==> src/rtl/p2div_pkg.sv <==
package p2div_pkg;
  // Number of derived channels and width of one selector field
  localparam int unsigned CH_COUNT = 4;
  localparam int unsigned SEL_W    = 3;
  // Derived widths
  localparam int unsigned CFG_W    = CH_COUNT * SEL_W;
  localparam int unsigned CNT_W    = (1 << SEL_W) - 1;
  // Reset configuration: encoder 2, pulse-frequency 2, DAC 3, ADC 4
  localparam logic [CFG_W-1:0] CFG_RESET = CFG_W'(2258);
endpackage

==> src/rtl/p2div_phase_counter.sv <==
module p2div_phase_counter #(
  parameter int unsigned CNT_W = p2div_pkg::CNT_W
) (
  input  logic             clk,
  input  logic             rst_n,
  output logic [CNT_W-1:0] cnt,
  output logic             wrap
);
  logic [CNT_W-1:0] cnt_nxt;

  always_comb begin
    cnt_nxt = cnt + CNT_W'(1);
  end

  always_ff @(posedge clk or negedge rst_n) begin
    if (!rst_n) cnt <= '0;
    else        cnt <= cnt_nxt;
  end

  // Last count before the counter returns to zero
  assign wrap = &cnt;
endmodule

==> src/rtl/p2div_cfg_regs.sv <==
module p2div_cfg_regs #(
  parameter int unsigned      CFG_W     = p2div_pkg::CFG_W,
  parameter logic [CFG_W-1:0] CFG_RESET = p2div_pkg::CFG_RESET
) (
  input  logic             clk,
  input  logic             rst_n,
  input  logic             we,
  input  logic [CFG_W-1:0] wdata,
  input  logic             wrap,
  output logic [CFG_W-1:0] active
);
  logic [CFG_W-1:0] pending;
  logic [CFG_W-1:0] pending_nxt;
  logic [CFG_W-1:0] active_nxt;

  always_comb begin
    pending_nxt = we   ? wdata   : pending;
    active_nxt  = wrap ? pending : active;
  end

  always_ff @(posedge clk or negedge rst_n) begin
    if (!rst_n) begin
      pending <= CFG_RESET;
      active  <= CFG_RESET;
    end else begin
      pending <= pending_nxt;
      active  <= active_nxt;
    end
  end

  // the active word only moves on the counter wrap edge
  a_r6_apply_at_wrap: assert property (@(posedge clk) disable iff (!rst_n)
    !$stable(active) |-> $past(wrap));
endmodule

==> src/rtl/p2div_tap.sv <==
module p2div_tap #(
  parameter int unsigned SEL_W = p2div_pkg::SEL_W,
  parameter int unsigned CNT_W = p2div_pkg::CNT_W
) (
  input  logic [CNT_W-1:0] cnt,
  input  logic [SEL_W-1:0] sel,
  output logic             strobe,
  output logic             square
);
  logic [CNT_W-1:0] mask;
  logic [SEL_W-1:0] half_idx;
  logic [CNT_W-1:0] shifted;

  always_comb begin
    mask     = (CNT_W'(1) << sel) - CNT_W'(1);
    strobe   = ((cnt & mask) == mask);
    half_idx = sel - SEL_W'(1);
    shifted  = cnt >> half_idx;
    square   = (sel != '0) && shifted[0];
  end
endmodule

==> src/rtl/p2div_bank.sv <==
module p2div_bank #(
  parameter int unsigned CH_COUNT = p2div_pkg::CH_COUNT,
  parameter int unsigned SEL_W    = p2div_pkg::SEL_W,
  parameter int unsigned CFG_W    = CH_COUNT * SEL_W,
  parameter int unsigned CNT_W    = (1 << SEL_W) - 1
) (
  input  logic                clk,
  input  logic                rst_n,
  input  logic                cfg_we,
  input  logic [CFG_W-1:0]    cfg_wdata,
  output logic [CFG_W-1:0]    cfg_rdata,
  output logic [CH_COUNT-1:0] strobe,
  output logic [CH_COUNT-1:0] square
);
  logic [CNT_W-1:0] cnt;
  logic             wrap;
  logic [CFG_W-1:0] active;

  p2div_phase_counter #(.CNT_W(CNT_W)) u_cnt (
    .clk  (clk),
    .rst_n(rst_n),
    .cnt  (cnt),
    .wrap (wrap)
  );

  p2div_cfg_regs #(.CFG_W(CFG_W), .CFG_RESET(p2div_pkg::CFG_RESET)) u_cfg (
    .clk   (clk),
    .rst_n (rst_n),
    .we    (cfg_we),
    .wdata (cfg_wdata),
    .wrap  (wrap),
    .active(active)
  );

  assign cfg_rdata = active;

  for (genvar g = 0; g < CH_COUNT; g++) begin : g_ch
    logic [SEL_W-1:0] sel;
    assign sel = active[g*SEL_W +: SEL_W];

    p2div_tap #(.SEL_W(SEL_W), .CNT_W(CNT_W)) u_tap (
      .cnt   (cnt),
      .sel   (sel),
      .strobe(strobe[g]),
      .square(square[g])
    );

    // a strobe of a divided channel falls in the high half of its square wave
    a_r5_strobe_in_high_half: assert property (@(posedge clk) disable iff (!rst_n)
      (strobe[g] && sel != '0) |-> square[g]);

    // a divided channel's strobe lasts one cycle
    a_r3_single_cycle: assert property (@(posedge clk) disable iff (!rst_n)
      (strobe[g] && sel != '0 && !wrap) |=> !strobe[g]);
  end

  // all channels pulse together on the last count
  a_r8_aligned_at_wrap: assert property (@(posedge clk) disable iff (!rst_n)
    wrap |-> &strobe);
endmodule

==> config.mk <==
export PLATFORM = sky130hd
export DESIGN_NAME = p2div_bank
export DESIGN_NICKNAME = d
export VERILOG_FILES = /design/src/rtl/p2div_pkg.sv /design/src/rtl/p2div_phase_counter.sv /design/src/rtl/p2div_cfg_regs.sv /design/src/rtl/p2div_tap.sv /design/src/rtl/p2div_bank.sv
export SDC_FILE = /design/constraint.sdc
export NUM_CORES = 1
export LEC_CHECK = 0
export BUFFER_PORTS_ARGS = -buffer_cell sky130_fd_sc_hd__buf_2
export CELL_PAD_IN_SITES_DETAIL_PLACEMENT = 1
export CELL_PAD_IN_SITES_GLOBAL_PLACEMENT = 1
export CORE_ASPECT_RATIO = 1.2
export CORE_MARGIN = 4
export CORE_UTILIZATION = 49
export DETAILED_ROUTE_END_ITERATION = 8
export GPL_TIMING_DRIVEN = 0
export PLACE_DENSITY = 0.91
export SLEW_MARGIN = 10
export SYNTH_ARGS = -nofsm -noshare
export SYNTH_HDL_FRONTEND = slang
export SYNTH_SLANG_ARGS = --single-unit
==> constraint.sdc <==
create_clock -name clk -period 6.98 [get_ports clk]
set_clock_uncertainty 0.1 [all_clocks]
set_input_delay 1.396 -clock clk [delete_from_list [all_inputs] [get_ports clk]]
set_output_delay 1.396 -clock clk [all_outputs]
set_load 0.01 [all_outputs]
==> results.md, run 1 <==
* Height of the die at 87.7 um
* CP startpoint: u_cfg.active[1]
* Avg Vias per Cell at 5.97
* Vias in the first global route at 2423
* Mapped Area at 2590 um^2
* TritonCTS buffer count at 5
* Hold path depth at 1
* Syn_nets at 295
* Worst-case clock buffer depth at 2
* Reg-to-reg setup timing slack at 5410 ps
* Yosys cell types at 55
* Initial antenna violation count at 0
* R2r startpoint: u_cnt.cnt[2]
* CP Class: flop to primary output
* First-pass GRT wire length at 11900 um
* Worst min path class: flop to flop
* Die Wd at 74.4 um
* Max Clock Freq at 234 MHz
* Pwr Density at 121 nW/um^2
* DRT Pass-1 Iters at 6
* Fin crit share at 61.2%
* WP data required at 5480 ps
* YS warnings at 0
* Clock tree root driver cell: clkbuf_8
* Final wirelength at 7080 um
* Global Route Usage Sum at 23.6%
* Pin count of the biggest net entering global routing at 32
* Synthesis-to-layout area growth at 12.9%
* DR WL/cell at 19.8 um
* Worst R2R End: u_cfg.active[3]
* GRT overflow at 0
* CTS tree: yes
* Worst setup path end: strobe[0]
* Antenna violation net count after detailed routing at 0
* Critical path launch point type: flop
* CTS sink cnt at 31
* CP Max Fanout at 7
* R2R cell count at 4
* Final setup fails at 0
* # nets final at 336
* Max-slew headroom at 54.5%
* Port bufs at 34
* Placer congestion estimate at 0.877
* Ports at 35
* Non-filler cells, final at 357
* Synth async-reset ratio at 100%
* Worst slew pin tran at 682 ps
* Worst-path clk slew at 70 ps
* H-tree Lvls at 2
* Setup TNS Final at 0 ps
* Post-CTS Resized at 0
* Avg Inst Size Synth at 10.2 um^2
* FF+latch count, synth at 31
* Synthesized instance count at 255
* Hpwl dp at 5220 um
* Diode count at 0
* Vias at 2131
* Post-Place Cells at 349
* Top FF cell, synth: dfrtp_1
* Sequential share of the synthesized area at 30.4%
* Starting Density at 51.4%
* RSZ-0062 raised after global routing: false
* Num rows at 28
* Hold-fix buffers, CTS at 0
* Fin. max-slew vios at 0
* 1st-iter DRT viols at 96
* Share of post-route cells with drive strength above 1 at 36.4%
* Clk_lat worst skew at 290 ps
* LEAKAGE at 1.35 nW
* Setup Fix Bufs, Post-CTS at 0
* Crit path time final at 4270 ps
* Peak supply drop at 0.133 mV
* DRC viols at 0
* Fin. Hold Viols at 0
* Crit path capture type: primary output
* Arr. time, crit path at 2780 ps
* Die Area at 6530 um^2
* Status: finished clean
* Max-Cap Viols at 0
* EDFF count, synth at 0
* Core Area at 5040 um^2
-- sequential cells by signal (all words and copies together), names as in the netlist --
name           cells
u_cfg.active      12
u_cfg.pending     12
u_cnt.cnt          7
-- placed cells by master (no fill, tap or decap), drive strengths merged, types with 3 or more instances in the layout --
master  Yosys  final
buf        22     56
ha         25     25
mux2       24     24
dfrtp      21     21
inv        17     17
nand2      12     12
nor3       12     12
nor2       11     11
xnor2      10     10
dfstp      10     10
a21oi       9      9
nand3       8      8
nand2b      7      7
xor2        6      6
nor2b       6      6
o21ai       6      6
clkbuf      0      5
a311oi      4      4
mux4        4      4
o32ai       3      3
nor4        3      3
-- critical path, stage by stage, from the launching register on --
cell and delay (ps):
dfstp_2 600, inv_1 100, ha_1 280, nand2b_1 160, ha_1 260, or3b_1 380
a31oi_1 200, o22ai_1 120, nor4_2 140, buf_4 130, buf_2 110
-- synthesized netlist by cell type, drive strengths merged (2+ instances only) --
master / instances / area, um^2
dfstp: 10 / 263
a221oi: 2 / 17.5
nor3: 12 / 60.1
xor2: 6 / 52.6
mux4: 4 / 90.1
a311oi: 4 / 35.0
mux2: 24 / 308
nand2b: 7 / 43.8
dfrtp: 21 / 526
and3: 2 / 13.8
nand3: 8 / 40.0
a31oi: 2 / 12.5
xnor2: 10 / 87.6
o21ai: 6 / 30.0
nor3b: 2 / 15.0
o211ai: 2 / 15.0
nor2: 11 / 41.3
nor4: 3 / 25.0
a21oi: 9 / 45.0
buf: 22 / 145
nand2: 12 / 45.0
o2111ai: 2 / 17.5
ha: 25 / 313
nor2b: 6 / 45.0
nand4b: 2 / 17.5
inv: 17 / 63.8
o32ai: 3 / 26.3
-- through the flow --
stage | cell area, um^2 | total power [mW] | hold slack, ps | setup slack (ps) | utilization (%)
after floorplan | 2590 | 0.203 | 361 | 3390 | -
after global placement | 2840 | 0.211 | 370 | 3090 | 56.3
after detailed placement | 2840 | 0.214 | 380 | 3010 | 56.3
after CTS | 2930 | 0.357 | 407 | 2700 | 58.1
after global routing | 2930 | 0.368 | 421 | 2500 | 58.1
final | 2930 | 0.354 | 404 | 2710 | 58.1
-- where the power goes --
| group | total [mW] | internal (mW) | switching (mW) |
|---|---|---|---|
| clock network | 0.143 | 0.0693 | 0.0738 |
| logic | 0.0172 | 0.00932 | 0.00790 |
| registers | 0.193 | 0.189 | 0.00448 |
| total | 0.354 | 0.268 | 0.0862 |
-- area by class of cell --
cell class / instances / area (um^2)
plain buffers: 22 / 145
clock buffers: 5 / 68.8
clock inverters: 3 / 20.0
fillers: 586 / 2120
inverters: 17 / 63.8
multi-input cells: 185 / 1600
flip-flops and latches: 31 / 788
well taps: 60 / 75.1
repair buffers: 34 / 170
-- worst min-delay path by stage --
stage	start	end	slack, ps
2_1_floorplan	u_cnt.cnt[1]	u_cnt.cnt[1]	360
3_3_place_gp	u_cnt.cnt[1]	u_cnt.cnt[1]	370
3_5_place_dp	u_cnt.cnt[1]	u_cnt.cnt[1]	380
4_1_cts	u_cnt.cnt[1]	u_cnt.cnt[1]	410
5_1_grt	u_cnt.cnt[1]	u_cnt.cnt[1]	420
6_report	u_cnt.cnt[1]	u_cnt.cnt[1]	400
-- cells by family after synthesis --
kind of cell	share of synthesized area [%]
muxes	15.7
AOI/OAI and AO/OA	12.9
and+or+nand+nor	15.5
DFF	30.4
buffers and inverters	8.05
adders and majority gates	12.1
xor gates and xnor gates	5.40
-- routing by layer --
layer / global-route usage, % / part of all wire, %
met1: 27.6 / 39
met2: 42.9 / 54
met3: 3.67 / 4.7
met4: 8.41 / 2.2
met5: 0 / 0
(Power assumes the default switching activity.)
==> run 2: changes to the inputs <==
- ABC_AREA: default -> 1
- CORE_UTILIZATION: 49 -> 38
- PLACE_DENSITY: 0.91 -> 0.82
- clock period: 6.98 -> 3.8 ns (I/O delays scaled with it)
==> results.md, run 2 <==
* Status: finished clean (unchanged)
* Arr. time, crit path at 2580 ps (was 2780 ps)
* Antenna violation net count after detailed routing at 0 (unchanged)
* Post-CTS Resized at 0 (unchanged)
* Max-slew headroom at 53.5% (was 54.5%)
* Peak supply drop at 0.221 mV (was 0.133 mV)
* Worst Hold End: u_cfg.active[6] (was u_cnt.cnt[1])
* CTS tree: yes (unchanged)
* Yosys cell types at 23 (was 55)
* Fin. Hold Viols at 0 (unchanged)
* Fin Hold WS at 384 ps (was 404 ps)
* WP data required at 2940 ps (was 5480 ps)
* Post-Place Cells at 491 (was 349)
* GRT overflow at 0 (unchanged)
* # nets final at 449 (was 336)
* Synth cell count leaders: nand2_1, inv_1, o21ai_0 (was ha_1, dfrtp_1, inv_1)
* YS warnings at 0 (unchanged)
* Most frequent cell after synthesis: nand2_1 (was ha_1)
* Synthesized instance count at 370 (was 255)
* Clock tree root driver cell: clkbuf_8 (unchanged)
* Final setup fails at 0 (unchanged)
* Top cell type's share of synthesized area at 19.9% (was 20.3%)
* HP Start: u_cfg.pending[6] (was u_cnt.cnt[1])
* Setup Fix Bufs, Post-CTS at 0 (unchanged)
* First-pass GRT wire length at 12000 um (was 11900 um)
* Filler Cells Inserted at 886 (was 586)
* Top cells by area, synth: dfrtp_1, ha_1, dfstp_2 (unchanged)
* Die Wd at 84.2 um (was 74.4 um)
* Power share of the clock group at 40.6% (was 40.4%)
* Vias in the first global route at 2579 (was 2423)
* Synth async-reset ratio at 100% (unchanged)
* Max-Cap Viols at 0 (unchanged)
* Commonest cells after routing, fill and taps aside: nand2_1, inv_1, o21ai_0 (was buf_2, ha_1, dfrtp_1)
* Worst min path class: flop to flop (unchanged)
* Non-filler cells, final at 497 (was 357)
* Num rows at 33 (was 28)
* Critical path launch point type: flop (unchanged)
* Final wirelength at 6900 um (was 7080 um)
* Height of the die at 99.4 um (was 87.7 um)
* Starting Density at 38.8% (was 51.4%)
* Ports at 35 (unchanged)
* Design area at 3010 um^2 (was 2930 um^2)
* Pin count of the biggest net entering global routing at 32 (unchanged)
* CP Class: flop to primary output (unchanged)
* R2R cell count at 7 (was 4)
* Sw Pwr at 0.160 mW (was 0.0862 mW)
* Reg-to-reg setup timing slack at 2170 ps (was 5410 ps)
* Mapped Area at 2650 um^2 (was 2590 um^2)
* Diode count at 0 (unchanged)
* Crit path time final at 3440 ps
* Placed inst area at 2930 um^2 (was 2840 um^2)
* FF+latch count, synth at 31 (unchanged)
* LEAKAGE at 1.50 nW (was 1.35 nW)
* R2r startpoint: u_cnt.cnt[1] (was u_cnt.cnt[2])
* Avg Inst Size Synth at 7.15 um^2 (was 10.2 um^2)
* 1st-iter DRT viols at 59 (was 96)
* Most common cell after layout, fill and taps aside: nand2_1 (was buf_2)
* Crit path capture type: primary output (unchanged)
* Vias at 2497 (was 2131)
* Biggest regs: u_cfg.active x12, u_cfg.pending x12, u_cnt.cnt x7 (unchanged)
* Final setup margin at 362 ps (was 2710 ps)
* Initial antenna violation count at 0 (unchanged)
* Syn_nets at 410 (was 295)
* Fin crit share at 90.5%
* Sequential Power Share at 54.1% (was 54.7%)
* Final core utilization at 44.1% (was 58.1%)
* Die Area at 8370 um^2 (was 6530 um^2)
* H-tree Lvls at 2 (unchanged)
* Global Route Usage Sum at 17.6% (was 23.6%)
* EDFF count, synth at 0 (unchanged)
* Pwr Density at 214 nW/um^2 (was 121 nW/um^2)
* Design Power at 0.643 mW (was 0.354 mW)
* Sequential share of the synthesized area at 29.8% (was 30.4%)
* Port bufs at 34 (unchanged)
* RSZ-0062 raised after global routing: false (unchanged)
* TritonCTS buffer count at 5 (unchanged)
* Worst-path clk slew at 70 ps (about the same)
* Worst slew pin tran at 698 ps (was 682 ps)
* Top FF cell, synth: dfrtp_1 (unchanged)
* Avg Vias per Cell at 5.02 (was 5.97)
* Setup TNS Final at 0 ps (unchanged)
* Hold path depth at 2 (was 1)
* Placer congestion estimate at 0.815 (was 0.877)
* Hpwl dp at 5510 um (was 5220 um)
* Combinational fraction of design power at 5.3% (was 4.9%)
* Clk_lat worst skew at 290 ps (about the same)
* Share of post-route cells with drive strength above 1 at 22.7% (was 36.4%)
* CP Max Fanout at 11 (was 7)
* Worst R2R End: u_cfg.active[5] (was u_cfg.active[3])
* Max Clock Freq at 291 MHz
* Switch share at 24.9% (was 24.4%)
* Post-synth top area cell: dfrtp_1 (unchanged)
* Pre-CTS WS at 577 ps (was 3010 ps)
* Synthesis-to-layout area growth at 13.6% (was 12.9%)
* DRT Pass-1 Iters at 4 (was 6)
* Hold-fix buffers, CTS at 0 (unchanged)
* DR WL/cell at 13.9 um (was 19.8 um)
* DRC viols at 0 (unchanged)
* Internal power at 0.483 mW (was 0.268 mW)
* Worst-case clock buffer depth at 2 (unchanged)
* Fin. max-slew vios at 0 (unchanged)
* Core Area at 6810 um^2 (was 5040 um^2)
* CTS sink cnt at 31 (unchanged)
## run 2: cell type report
class	count	area [um^2]	share of cell area [%]
Sequential cell	31	788	26.2
Buffer	18	133	4.41
Clock buffer	5	68.8	2.29
Inverter	51	191	6.37
Clock inverter	3	20.0	0.666
Tap cell	87	109	3.62
Multi-Input combinational cell	268	1530	50.8
Timing Repair Buffer	34	170	5.66
## run 2: per-layer routing
metal	routed length, um	global-route usage [%]	vias up
met2	3730	34.0	32
met3	207	2.57	7
li1	-	-	1267
met4	77	4.46	0
met1	2880	20.1	1191
met5	0	0	-
## run 2: worst max-delay path by stage
stage	startpoint	endpoint	depth (start not counted)
floorplan	u_cfg.active[9]	strobe[3]	13
global placement	u_cfg.active[3]	strobe[1]	14
detailed placement	u_cfg.active[9]	strobe[3]	14
CTS	u_cfg.active[9]	strobe[3]	14
global route	u_cfg.active[9]	strobe[3]	13
finish	u_cfg.active[6]	strobe[2]	13
## run 2: worst max-delay path, stage by stage (launching register included)
cell	delay [ps]
dfstp_2	660
inv_1	130
ha_1	270
nand2_1	160
ha_1	240
inv_1	80
a21oi_1	180
nand3_1	100
nand2_1	70
nand3_1	60
nand2_1	70
nor2_1	40
buf_4	120
buf_2	130
## run 2: power by group through the flow
stage                     clock network [mW]  logic, mW  registers [mW]
final                                  0.261     0.0340           0.348
after global routing                   0.288     0.0405           0.348
after CTS                              0.271     0.0354           0.348
after detailed placement                   0     0.0353           0.354
after global placement                     0     0.0331           0.353
after floorplan                            0     0.0166           0.353
## run 2: cell families (layout without fill, tap and decap cells)
logic type	Yosys count	in the layout	share of synthesized area (%)
flip-flops	31	31	29.8
XOR/XNOR	9	9	2.98
buffers and inverters	71	111	12.5
adder cells (fa/ha/maj)	25	25	11.8
AO/OA/AOI/OAI	88	88	18.5
AND/OR/NAND/NOR	146	146	24.3
